### config.mk
export PLATFORM = sky130hd
export DESIGN_NAME = burst_addr_seq
export DESIGN_NICKNAME = d
export VERILOG_FILES = /design/src/rtl/bas_pkg.sv /design/src/rtl/bas_cycle_decode.sv /design/src/rtl/bas_order_map.sv /design/src/rtl/burst_addr_seq.sv
export SDC_FILE = /design/constraint.sdc
export NUM_CORES = 1
export LEC_CHECK = 0
export BUFFER_PORTS_ARGS = -buffer_cell sky130_fd_sc_hd__buf_4
export CORE_MARGIN = 2
export CORE_UTILIZATION = 52
export DETAILED_ROUTE_END_ITERATION = 8
export PLACE_DENSITY_LB_ADDON = 0.1
export SLEW_MARGIN = 0
export SYNTH_ARGS = -nofsm -noshare
export SYNTH_HDL_FRONTEND = slang
export SYNTH_SLANG_ARGS = --single-unit
export TNS_END_PERCENT = 10
### constraint.sdc
create_clock -name clk -period 5.1 [get_ports clk]
set_clock_uncertainty 0.05 [all_clocks]
set_input_delay 0.51 -clock clk [delete_from_list [all_inputs] [get_ports clk]]
set_output_delay 0.51 -clock clk [all_outputs]
set_load 0.01 [all_outputs]
### src/rtl/bas_pkg.sv
package bas_pkg;
  typedef enum logic [1:0] {
    K_IDLE  = 2'b00,
    K_START = 2'b01,
    K_RUN   = 2'b10,
    K_HOLD  = 2'b11
  } kind_e;

  typedef enum logic [1:0] {
    ACT_KEEP  = 2'b00,
    ACT_LOAD  = 2'b01,
    ACT_STEP  = 2'b10,
    ACT_DESEL = 2'b11
  } act_e;
endpackage

### src/rtl/bas_cycle_decode.sv
module bas_cycle_decode
  import bas_pkg::*;
(
  input  logic  proc_strobe_n,
  input  logic  ctrl_strobe_n,
  input  logic  adv_n,
  input  logic  en1_n,
  input  logic  en2,
  input  logic  en3_n,
  input  logic  wr_req,
  input  logic  open_q,
  output act_e  act,
  output kind_e kind,
  output logic  wr
);
  logic p_go, c_ok;

  assign p_go = !proc_strobe_n && !en1_n;
  assign c_ok = !en1_n && en2 && !en3_n;

  always_comb begin
    act  = ACT_KEEP;
    kind = K_IDLE;
    wr   = 1'b0;
    if (p_go) begin
      act  = ACT_LOAD;
      kind = K_START;
    end else if (!ctrl_strobe_n) begin
      if (c_ok) begin
        act  = ACT_LOAD;
        kind = K_START;
        wr   = wr_req;
      end else begin
        act  = ACT_DESEL;
      end
    end else if (!open_q) begin
      act  = ACT_KEEP;
    end else if (!adv_n) begin
      act  = ACT_STEP;
      kind = K_RUN;
      wr   = wr_req;
    end else begin
      act  = ACT_KEEP;
      kind = K_HOLD;
      wr   = wr_req;
    end
  end
endmodule

### src/rtl/bas_order_map.sv
module bas_order_map #(
  parameter int BB = 2
) (
  input  logic [BB-1:0] base_lo,
  input  logic [BB-1:0] step,
  input  logic          interleave,
  output logic [BB-1:0] lo
);
  logic [BB-1:0] lin, xil;

  assign lin = base_lo + step;
  assign xil = base_lo ^ step;
  assign lo  = interleave ? xil : lin;
endmodule

### src/rtl/burst_addr_seq.sv
module burst_addr_seq
  import bas_pkg::*;
#(
  parameter int AW = 8,
  parameter int BB = 2
) (
  input  logic          clk,
  input  logic          rst,
  input  logic [AW-1:0] addr_i,
  input  logic          proc_strobe_n,
  input  logic          ctrl_strobe_n,
  input  logic          adv_n,
  input  logic          en1_n,
  input  logic          en2,
  input  logic          en3_n,
  input  logic          order_il,
  input  logic          wr_req,
  output logic [AW-1:0] addr_o,
  output logic [1:0]    kind_o,
  output logic          wr_o
);
  localparam int HI_W = AW - BB;

  logic [AW-1:0] base_q, base_n;
  logic [BB-1:0] step_q, step_n;
  logic          open_q, open_n;
  logic [AW-1:0] addr_n;
  logic [BB-1:0] lo_n;
  act_e          act;
  kind_e         kind;
  logic          wr;

  bas_cycle_decode u_dec (
    .proc_strobe_n (proc_strobe_n),
    .ctrl_strobe_n (ctrl_strobe_n),
    .adv_n         (adv_n),
    .en1_n         (en1_n),
    .en2           (en2),
    .en3_n         (en3_n),
    .wr_req        (wr_req),
    .open_q        (open_q),
    .act           (act),
    .kind          (kind),
    .wr            (wr)
  );

  always_comb begin
    base_n = base_q;
    step_n = step_q;
    open_n = open_q;
    case (act)
      ACT_LOAD: begin
        base_n = addr_i;
        step_n = '0;
        open_n = 1'b1;
      end
      ACT_STEP:  step_n = step_q + 1'b1;
      ACT_DESEL: open_n = 1'b0;
      default: ;
    endcase
  end

  bas_order_map #(.BB(BB)) u_map (
    .base_lo    (base_n[BB-1:0]),
    .step       (step_n),
    .interleave (order_il),
    .lo         (lo_n)
  );

  // Held cycles keep the presented address so a mode flip cannot move it.
  assign addr_n = (act == ACT_LOAD || act == ACT_STEP) ?
                  {base_n[AW-1:BB], lo_n} : addr_o;

  always_ff @(posedge clk) begin
    if (rst) begin
      base_q <= '0;
      step_q <= '0;
      open_q <= 1'b0;
      addr_o <= '0;
      kind_o <= K_IDLE;
      wr_o   <= 1'b0;
    end else begin
      base_q <= base_n;
      step_q <= step_n;
      open_q <= open_n;
      addr_o <= addr_n;
      kind_o <= kind;
      wr_o   <= wr;
    end
  end

  logic [HI_W-1:0] unused_hi;
  assign unused_hi = base_q[AW-1:BB];
endmodule

==> run_results.csv, run 1 <==
group,metric,value,unit
drt,viasPerCell,4.99,
drt,ant_nets,0,
grt,grt_max_degree,25,
floorplan,core-area,1710,um2
clock_network,cts_buffers,3,
floorplan,die_w,46.2,um
hold_path,min_to,"wr_o",
power_and_ir_drop,p_total,0.393,mW
cells_and_area,diodes,0,
worst_setup_path,critPathLaunchType,"primary input",
timing,fin_ws,1950,ps
cells_and_area,final_area,1190,um2
placed_design,placed_area,1140,um2
hold_path,worstHoldPathCells,2,
timing,min_period_over_period,0.617,
drt,wl_per_cell,11.9,um
drt,firstDrtPassIters,5,
placed_design,gp_congestion,0.715,
synthesis,synth-seq-cells,22,
job,drv_cap,0,
timing,slew_headroom,0.622,
worst_setup_path,r2r_setup_slack,2320,ps
timing,fmax,0.318,GHz
worst_setup_path,cp.arrival,3350,ps
clock_network,cts_root_buf,"clkbuf_4",
worst_setup_path,worstPathRequired,5300,ps
placed_design,place_hpwl,1.25,mm
floorplan,rows,15,
clock_network,cts_max_level,1,
clock_network,cts_tree,"built",
synthesis,synthCells,97,
synthesis,yosysSeqAreaShare,0.476,
synthesis,synth_nets,119,
cells_and_area,nets,147,
cells_and_area,area_growth,28.8,%
drt,wl_met2,864,um
timing,hold_viol_final,0,
timing,min_period,3150,ps
grt,track_usage,0.183,
clock_network,worstSkewPairLatency,310,ps
drt,dr.max_layer_used,"met4",
synthesis,synth_area,925,um2
grt,grt_pass1_wl,2.81,mm
drt,drcViolationCount,0,
floorplan,dieArea,2130,um2
cells_and_area,fin_cells,149,
power_and_ir_drop,peakVddDrop,0.281,mV
drt,wirelength,1.77,mm
drt,met3WireLength,74,um
clock_network,cts_resized,0,
power_and_ir_drop,p_per_area,330,nW/um2
clock_network,cts_max_path_buffers,2,
floorplan,ios,29,
run_status,outcome,"finished clean",
clock_network,clkSlewWorstSetupHoldPaths,120,ps
synthesis,yosysWarnings,0,
placed_design,post-place-ws,1630,ps
floorplan,chipHeight,46.2,um
timing,fin_tns_setup,0,ps
grt,grt_pass1_vias,647,
timing,grt_setup_unrepaired,"false",
cells_and_area,drive_above_1_share,0.306,
timing,finalSetupViolations,0,
power_and_ir_drop,leakage,0.549,nW
drt,route.layer.met1.wl,815,um
worst_setup_path,path_class,"in2reg",
floorplan,initial_core_util,0.541,
worst_setup_path,r2r_end,"addr_o[1]",
timing,worstMarginPinSlew,567,ps
clock_network,cts_setup_buffers,0,
worst_setup_path,ff2ff_path_depth,9,
worst_setup_path,crit_path_end_kind,"flop",
placed_design,io_buffers,28,
grt,grt.overflow.total,0,
synthesis,synth.avg_cell_area,9.53,um2
synthesis,ys_types,26,
grt,antenna_found_initial,0,
worst_setup_path,path_max_fanout,8,
timing,maxSlewViolCount,0,
hold_path,hold_start,"wr_req",
placed_design,dp.cells,145,
clock_network,hold_buffers,0,
hold_path,hp-class,"in2reg",
worst_setup_path,r2r_start,"open_q",
drt,via_count,743,
clock_network,clkSinkCount,22,
drt,drt_iter0_drc,8,
cells in the mapped netlist (all sizes together):
cell / instances / area (um2)
nand2: 2 / 7.51
clkbuf: 3 / 11.3
ha: 4 / 50.1
a211oi: 1 / 7.51
o21ai: 3 / 15.0
a2111o: 1 / 11.3
a21o: 1 / 7.51
buf: 2 / 16.3
nand4: 1 / 6.26
dfxtp: 22 / 440
mux2i: 8 / 92.6
a21oi: 8 / 40.0
inv: 2 / 7.51
nand2b: 1 / 6.26
nor2: 25 / 93.8
nand4bb: 1 / 16.3
or3b: 1 / 8.76
a31oi: 1 / 6.26
xnor2: 1 / 8.76
nor2b: 4 / 25.0
o211ai: 1 / 12.5
mux2: 2 / 22.5
nor3: 1 / 5.00
and3: 1 / 6.26
through the flow:
stage                     hold WS [ps]   util
after detailed placement           430  0.667
final                              383  0.697
after global routing               406  0.697
after global placement             420  0.667
after CTS                          373  0.697
after floorplan                    406      -
report_power, final:
part	leakage (nW)	total, mW	switching [mW]	internal, mW
clock network	0.0279	0.132	0.0521	0.0794
logic	0.341	0.0724	0.0360	0.0364
registers	0.180	0.189	0.00534	0.184
total	0.549	0.393	0.0935	0.300
layout make-up:
type | count | area, um2
clock buffer | 3 | 22.5
inverter | 2 | 7.51
tap | 25 | 31.3
multi-input combinational | 68 | 449
clock inverter | 1 | 30.0
fill | 144 | 517
timing repair buffer | 28 | 210
sequential | 22 | 440
worst max-delay path by stage:
stage	start	end	slack (ps)	depth (start not counted)
6_report	ctrl_strobe_n	addr_o[1]	1950	11
3_3_place_gp	ctrl_strobe_n	addr_o[1]	1750	11
2_1_floorplan	ctrl_strobe_n	addr_o[1]	2090	11
4_1_cts	ctrl_strobe_n	addr_o[1]	1970	11
3_5_place_dp	ctrl_strobe_n	addr_o[1]	1630	11
5_1_grt	ctrl_strobe_n	addr_o[1]	1800	11
cell usage in the layout (no fill, tap or decap), types with 3 or more instances in the layout:
| cell | instances |
|---|---|
| nor2_1 | 25 |
| mux2i_1 | 7 |
| o21ai_0 | 3 |
| buf_4 | 28 |
| a21oi_1 | 8 |
| nor2b_1 | 4 |
| clkbuf_4 | 3 |
| dfxtp_1 | 22 |
| ha_1 | 4 |
sequential cells by signal (all words and copies together) (netlist names):
name	cells
kind_o	2
addr_o	8
base_q	8
wr_o	1
step_q	2
open_q	1
per-layer routing:
layer  track usage  vias up
met2         0.283       20
met5             0        -
li1              -      383
met4        0.0857        0
met3        0.0235        2
met1         0.251      338
cells by family after synthesis:
group	count (synthesis)	share of synthesized area
xor gates and xnor gates	1	0.00947
muxes	10	0.124
AOI/OAI and AO/OA	16	0.108
adders and majority gates	4	0.0541
DFF	22	0.476
buffers and inverters	7	0.0379
and+or+nand+nor	37	0.189
critical path, stage by stage:
cell	delay, ps
buf_4	120
or3b_2	470
a21oi_1	210
a21o_1	130
ha_1	510
mux2_2	410
ha_1	200
nor2b_1	140
xnor2_1	160
a2111o_1	400
o211ai_2	70
No activity file was read; power rests on OpenSTA's default activity.
==> run 2: changes to the inputs <==
--- a/config.mk
+++ b/config.mk
@@ -5,9 +5,10 @@
 export SDC_FILE = /design/constraint.sdc
 export NUM_CORES = 1
 export LEC_CHECK = 0
+export ABC_AREA = 1
 export BUFFER_PORTS_ARGS = -buffer_cell sky130_fd_sc_hd__buf_4
 export CORE_MARGIN = 2
-export CORE_UTILIZATION = 52
+export CORE_UTILIZATION = 45
 export DETAILED_ROUTE_END_ITERATION = 8
 export PLACE_DENSITY_LB_ADDON = 0.1
 export SLEW_MARGIN = 0
==> constraint.sdc (replaced) <==
create_clock -name clk -period 2.7 [get_ports clk]
set_clock_uncertainty 0.05 [all_clocks]
set_input_delay 0.27 -clock clk [delete_from_list [all_inputs] [get_ports clk]]
set_output_delay 0.27 -clock clk [all_outputs]
set_load 0.01 [all_outputs]
==> run 2 against run 1 <==
Effect of this change: count of clock-buffer cells in the layout did not move; sequential cell count did not move; total power rose by 110%; die area rose by 24%; clock power rose by 89%; non-clock buffer count rose by 2; largest cell class unchanged.
==> run_results.csv, run 2 <==
group,metric,value,unit
cells_and_area,nets,191,
synthesis,synth_edf_count,0,
worst_setup_path,cp.arrival,2430,ps
worst_setup_path,crit_path_end_kind,"flop",
worst_setup_path,critPathBufInv,5,
clock_network,worstSkewPairLatency,310,ps
floorplan,chipHeight,51.4,um
grt,antenna_found_initial,0,
synthesis,synth_nets,160,
grt,track_usage,0.176,
cells_and_area,fin_cells,196,
clock_network,cts_tree,"built",
synthesis,yosys-top-cells-area,"dfxtp_1, nor2_1, inv_1",
grt,grt.overflow.total,0,
power_and_ir_drop,p_per_area,632,nW/um2
drt,viasPerCell,4.56,
power_and_ir_drop,clkPwrFrac,0.306,
power_and_ir_drop,p_sw,0.215,mW
drt,wirelength,1.96,mm
synthesis,yosysSeqAreaShare,0.436,
timing,hold_viol_final,0,
cells_and_area,diodes,0,
grt,grt_pass1_vias,822,
worst_setup_path,path_max_fanout,6,
cells_and_area,drive_above_1_share,0.226,
job,drv_cap,0,
timing,min_period,2270,ps
synthesis,synth_top_area_cell,"dfxtp_1",
timing,grt_setup_unrepaired,"false",
synthesis,synth.top_cell.area_share,0.436,
synthesis,ys.flop_type,"dfxtp_1",
drt,drt_iter0_drc,10,
power_and_ir_drop,comb_power_share,0.236,
clock_network,cts_max_path_buffers,2,
floorplan,initial_core_util,0.466,
synthesis,synth.avg_cell_area,7.33,um2
clock_network,cts_setup_buffers,0,
cells_and_area,mostFrequentLayoutCells,"nor2_1, buf_4, inv_1",
run_status,outcome,"finished clean",
clock_network,hold_buffers,0,
synthesis,synthCells,138,
synthesis,ys_types,20,
cells_and_area,reg_top3,"addr_o x8, base_q x8",
placed_design,place_hpwl,1.44,mm
power_and_ir_drop,swShare,0.263,
floorplan,core-area,2170,um2
synthesis,synth_common_cells,"nor2_1, inv_1, dfxtp_1",
worst_setup_path,path_class,"reg2reg",
drt,wl_per_cell,9.99,um
cells_and_area,fillers,236,
worst_setup_path,max_stage_delay,370,ps
timing,min_period_over_period,0.840,
synthesis,async_flop_share,0,
power_and_ir_drop,seq_power_share,0.458,
timing,slew_headroom,0.758,
clock_network,cts_max_level,1,
floorplan,rows,17,
drt,ant_nets,0,
synthesis,yosysMostFrequentCell,"nor2_1",
worst_setup_path,cp_top_family,"simple AND/OR/NAND/NOR gates",
grt,grt_pass1_wl,3.36,mm
clock_network,cts_buffers,3,
synthesis,synth-seq-cells,22,
drt,via_count,893,
worst_setup_path,cp_slowest_cell,"dfxtp_1",
drt,drcViolationCount,0,
worst_setup_path,critPathLaunchType,"flop",
cells_and_area,final_area,1290,um2
drt,firstDrtPassIters,4,
power_and_ir_drop,peakVddDrop,0.318,mV
cells_and_area,area_growth,27.6,%
cells_and_area,layout_commonest_cell,"nor2_1",
floorplan,die_w,51.4,um
timing,fin_tns_setup,0,ps
clock_network,cts_resized,0,
clock_network,clkSlewWorstSetupHoldPaths,120,ps
hold_path,hp-class,"in2reg",
clock_network,cts_root_buf,"clkbuf_4",
grt,grt_max_degree,18,
floorplan,ios,29,
timing,worstMarginPinSlew,363,ps
floorplan,dieArea,2640,um2
placed_design,io_buffers,28,
synthesis,yosysWarnings,0,
timing,finalSetupViolations,0,
worst_setup_path,critical_path.cell_chain,"a21oi_1 -> nor2_1 -> inv_1 -> ha_1 -> inv_2 -> nand2_1 -> inv_1 -> nor3_1 -> ha_1 -> inv_1 -> nor2_1 -> inv_1 -> nand2_1 -> nand2_1 -> nand2_1 -> nand2_1 -> nor2_1 -> nor2_1",
placed_design,dp.cells,192,
timing,maxSlewViolCount,0,
power_and_ir_drop,power.internal,0.601,mW
worst_setup_path,worstPathRequired,2860,ps
placed_design,placed_area,1240,um2
worst_setup_path,cp_common_cell,"nand2_1",
power_and_ir_drop,leakage,0.694,nW
synthesis,synth_area,1010,um2
timing,fmax,0.441,GHz
placed_design,gp_congestion,0.760,
clock_network,clkSinkCount,22,
## run 2: routing by layer
| layer | track usage | routed length (um) | vias to the layer above |
|---|---|---|---|
| met5 | 0 | 0 | - |
| met3 | 0.0263 | 91 | 4 |
| met4 | 0.110 | 51 | 0 |
| met2 | 0.310 | 960 | 19 |
| li1 | - | - | 477 |
| met1 | 0.195 | 856 | 393 |
## run 2: final timing paths
path,slack (ps),depth (start not counted),from,end
worst max-delay path,430,18,open_q,addr_o[1]
worst min-delay path,120,3,wr_req,wr_o
worst max register to register,430,18,open_q,addr_o[1]
worst min register to register,430,2,base_q[0],base_q[0]
## run 2: layout make-up
class / instances / area, um2 / share of cell area
inverters: 25 / 93.8 / 0.0727
clock buffers: 3 / 22.5 / 0.0175
multi-input cells: 87 / 443 / 0.343
repair buffers: 30 / 225 / 0.175
flip-flops and latches: 22 / 440 / 0.341
well taps: 28 / 35.0 / 0.0272
clock inverters: 1 / 30.0 / 0.0233
## run 2: worst min-delay path: cells and delay by family
kind          cells  cell delay (ps)
buf+inv           1               70
simple gates      2              110
## run 2: stage by stage
stage                     power [mW]  worst slack, ps   util  hold WS [ps]
after floorplan                0.504              421      -           340
after global placement         0.568              337  0.570           409
after detailed placement       0.575              278  0.570           420
after CTS                      0.827              411  0.595           114
after global routing           0.871              132  0.595           126
final                          0.816              433  0.595           124
## run 2: logic make-up after synthesis
logic type	Yosys count	share of synthesized area
buffers and inverters	29	0.126
and+or+nand+nor	63	0.275
adders and majority gates	4	0.0495
DFF	22	0.436
AOI/OAI and AO/OA	20	0.114
## run 2: power by group through the flow
stage               Clock (mW)  Sequential [mW]  Combinational, mW
floorplan                    0            0.389              0.115
global placement             0            0.380              0.189
detailed placement           0            0.381              0.194
CTS                      0.258            0.374              0.195
global route             0.274            0.377              0.221
finish                   0.250            0.374              0.192
==> run 3: changes to the inputs <==
--- a/config.mk
+++ b/config.mk
@@ -8,7 +8,7 @@
 export ABC_AREA = 1
 export BUFFER_PORTS_ARGS = -buffer_cell sky130_fd_sc_hd__buf_4
 export CORE_MARGIN = 2
-export CORE_UTILIZATION = 45
+export CORE_UTILIZATION = 50
 export DETAILED_ROUTE_END_ITERATION = 8
 export PLACE_DENSITY_LB_ADDON = 0.1
 export SLEW_MARGIN = 0
==> constraint.sdc (replaced) <==
create_clock -name clk -period 2.26 [get_ports clk]
set_clock_uncertainty 0.05 [all_clocks]
set_input_delay 0.226 -clock clk [delete_from_list [all_inputs] [get_ports clk]]
set_output_delay 0.226 -clock clk [all_outputs]
set_load 0.01 [all_outputs]
==> run 3 against run 2 <==
Effect of this change: count of clock-buffer cells in the layout grew 1; core utilization grew 10 points; setup slack lost 290 ps; wire length grew 16%; non-clock buffer count grew 5; cell count grew 2.0%; maximum frequency grew 6.9%; first-iteration DRC count grew 20%; clock power shrank 13%; sequential share of layout area shrank 1.5 points; largest power group unchanged.
==> run_results.csv, run 3 (synthesized netlist as in run 2, its figures left out) <==
group,metric,value,unit
run_status,outcome,"finished clean",
grt,grt_max_degree,18,
hold_path,hp-class,"in2reg",
floorplan,dieArea,2400,um2
job,drv_cap,0,
drt,firstDrtPassIters,4,
drt,ant_nets,0,
drt,viasPerCell,4.74,
drt,drcViolationCount,0,
floorplan,ios,29,
placed_design,place_hpwl,1.63,mm
drt,wirelength,2.28,mm
cells_and_area,layout_commonest_cell,"buf_4",
worst_setup_path,r2r_start,"open_q",
drt,drt_iter0_drc,12,
timing,hold_viol_final,0,
timing,slew_headroom,0.829,
cells_and_area,reg_top3,"addr_o x8, base_q x8",
clock_network,clkSlewWorstSetupHoldPaths,120,ps
cells_and_area,diodes,0,
floorplan,initial_core_util,0.521,
floorplan,chipHeight,49.0,um
clock_network,clkSinkCount,22,
worst_setup_path,critPathLaunchType,"flop",
power_and_ir_drop,p_total,0.934,mW
drt,wl_per_cell,11.4,um
clock_network,cts_max_path_buffers,2,
timing,min_period,2120,ps
cells_and_area,fillers,180,
timing,finalSetupViolations,0,
hold_path,hold_start,"wr_req",
placed_design,gp_congestion,0.727,
timing,maxSlewViolCount,0,
worst_setup_path,cp.arrival,2290,ps
clock_network,cts_tree,"built",
power_and_ir_drop,p_per_area,691,nW/um2
floorplan,core-area,1940,um2
timing,fmax,0.471,GHz
worst_setup_path,crit_path_end_kind,"flop",
clock_network,cts_max_level,1,
grt,grt_pass1_wl,3.56,mm
grt,antenna_found_initial,0,
timing,fin_ws,139,ps
drt,via_count,947,
worst_setup_path,startpoint,"open_q",
grt,grt_pass1_vias,899,
placed_design,post-place-ws,-65.2,ps
power_and_ir_drop,leakage,0.716,nW
timing,fin_tns_setup,0,ps
timing,worstMarginPinSlew,256,ps
floorplan,rows,16,
clock_network,cts_buffers,3,
cells_and_area,final_util,0.697,
power_and_ir_drop,peakVddDrop,0.509,mV
worst_setup_path,path_class,"reg2reg",
cells_and_area,drive_above_1_share,0.306,
floorplan,die_w,49.0,um
worst_setup_path,worstPathRequired,2430,ps
grt,track_usage,0.194,
worst_setup_path,path_max_fanout,4,
timing,min_period_over_period,0.939,
cells_and_area,nets,196,
clock_network,hold_buffers,0,
clock_network,worstSkewPairLatency,310,ps
cells_and_area,mostFrequentLayoutCells,"buf_4, nor2_1, inv_1",
clock_network,cts_root_buf,"clkbuf_4",
cells_and_area,area_growth,33.8,%
placed_design,io_buffers,28,
grt,grt.overflow.total,0,
==> run 3: where the power goes <==
group	switching, mW	internal [mW]
Sequential	0.0205	0.429
Clock	0.119	0.0985
Combinational	0.136	0.131
==> run 3: layer usage <==
metal | part of all wire | wire (um) | track usage
met5 | 0 | 0 | 0
met2 | 0.52 | 1180 | 0.356
met4 | 0.011 | 24 | 0.0667
met1 | 0.43 | 988 | 0.223
met3 | 0.039 | 89 | 0.0399
==> run 3: layout make-up <==
class                   instances  area [um2]  area share
multi-input cells              87         482       0.356
flip-flops and latches         22         442       0.327
repair buffers                 35         263       0.194
inverters                      25        96.3      0.0712
clock buffers                   4        36.3      0.0268
well taps                      27        33.8      0.0250
==> run 3: through the flow <==
step	area [um2]	hold WS [ps]	instances
detailed placement	1270	409	195
finish	1350	78.6	200
floorplan	1010	296	138
CTS	1300	75.4	199
global route	1350	101	200
global placement	1270	403	195
==> run 3: final timing paths <==
path / cells after the start / slack (ps) / endpoint
min: 3 / 80 / wr_o
max reg2reg: 18 / 140 / addr_o[1]
min reg2reg: 2 / 440 / base_q[0]
max: 18 / 140 / addr_o[1]
==> run 3: timing repair <==
item,4_1_cts,5_1_grt
resized for setup,0,12
endpoints found under the setup margin,0,1
setup buffers,0,1
==> run 3: critical path: stages, from the launching register on <==
cell	delay (ps)
dfxtp_2	360
a21oi_2	60
nor2_2	100
inv_1	80
ha_4	300
inv_4	50
nand2_4	50
inv_2	40
nor3_2	160
ha_2	190
inv_1	50
nor2_2	120
inv_1	60
nand2_1	70
nand2_2	60
nand2_1	50
nand2_1	40
nor2_1	90
nor2_1	50
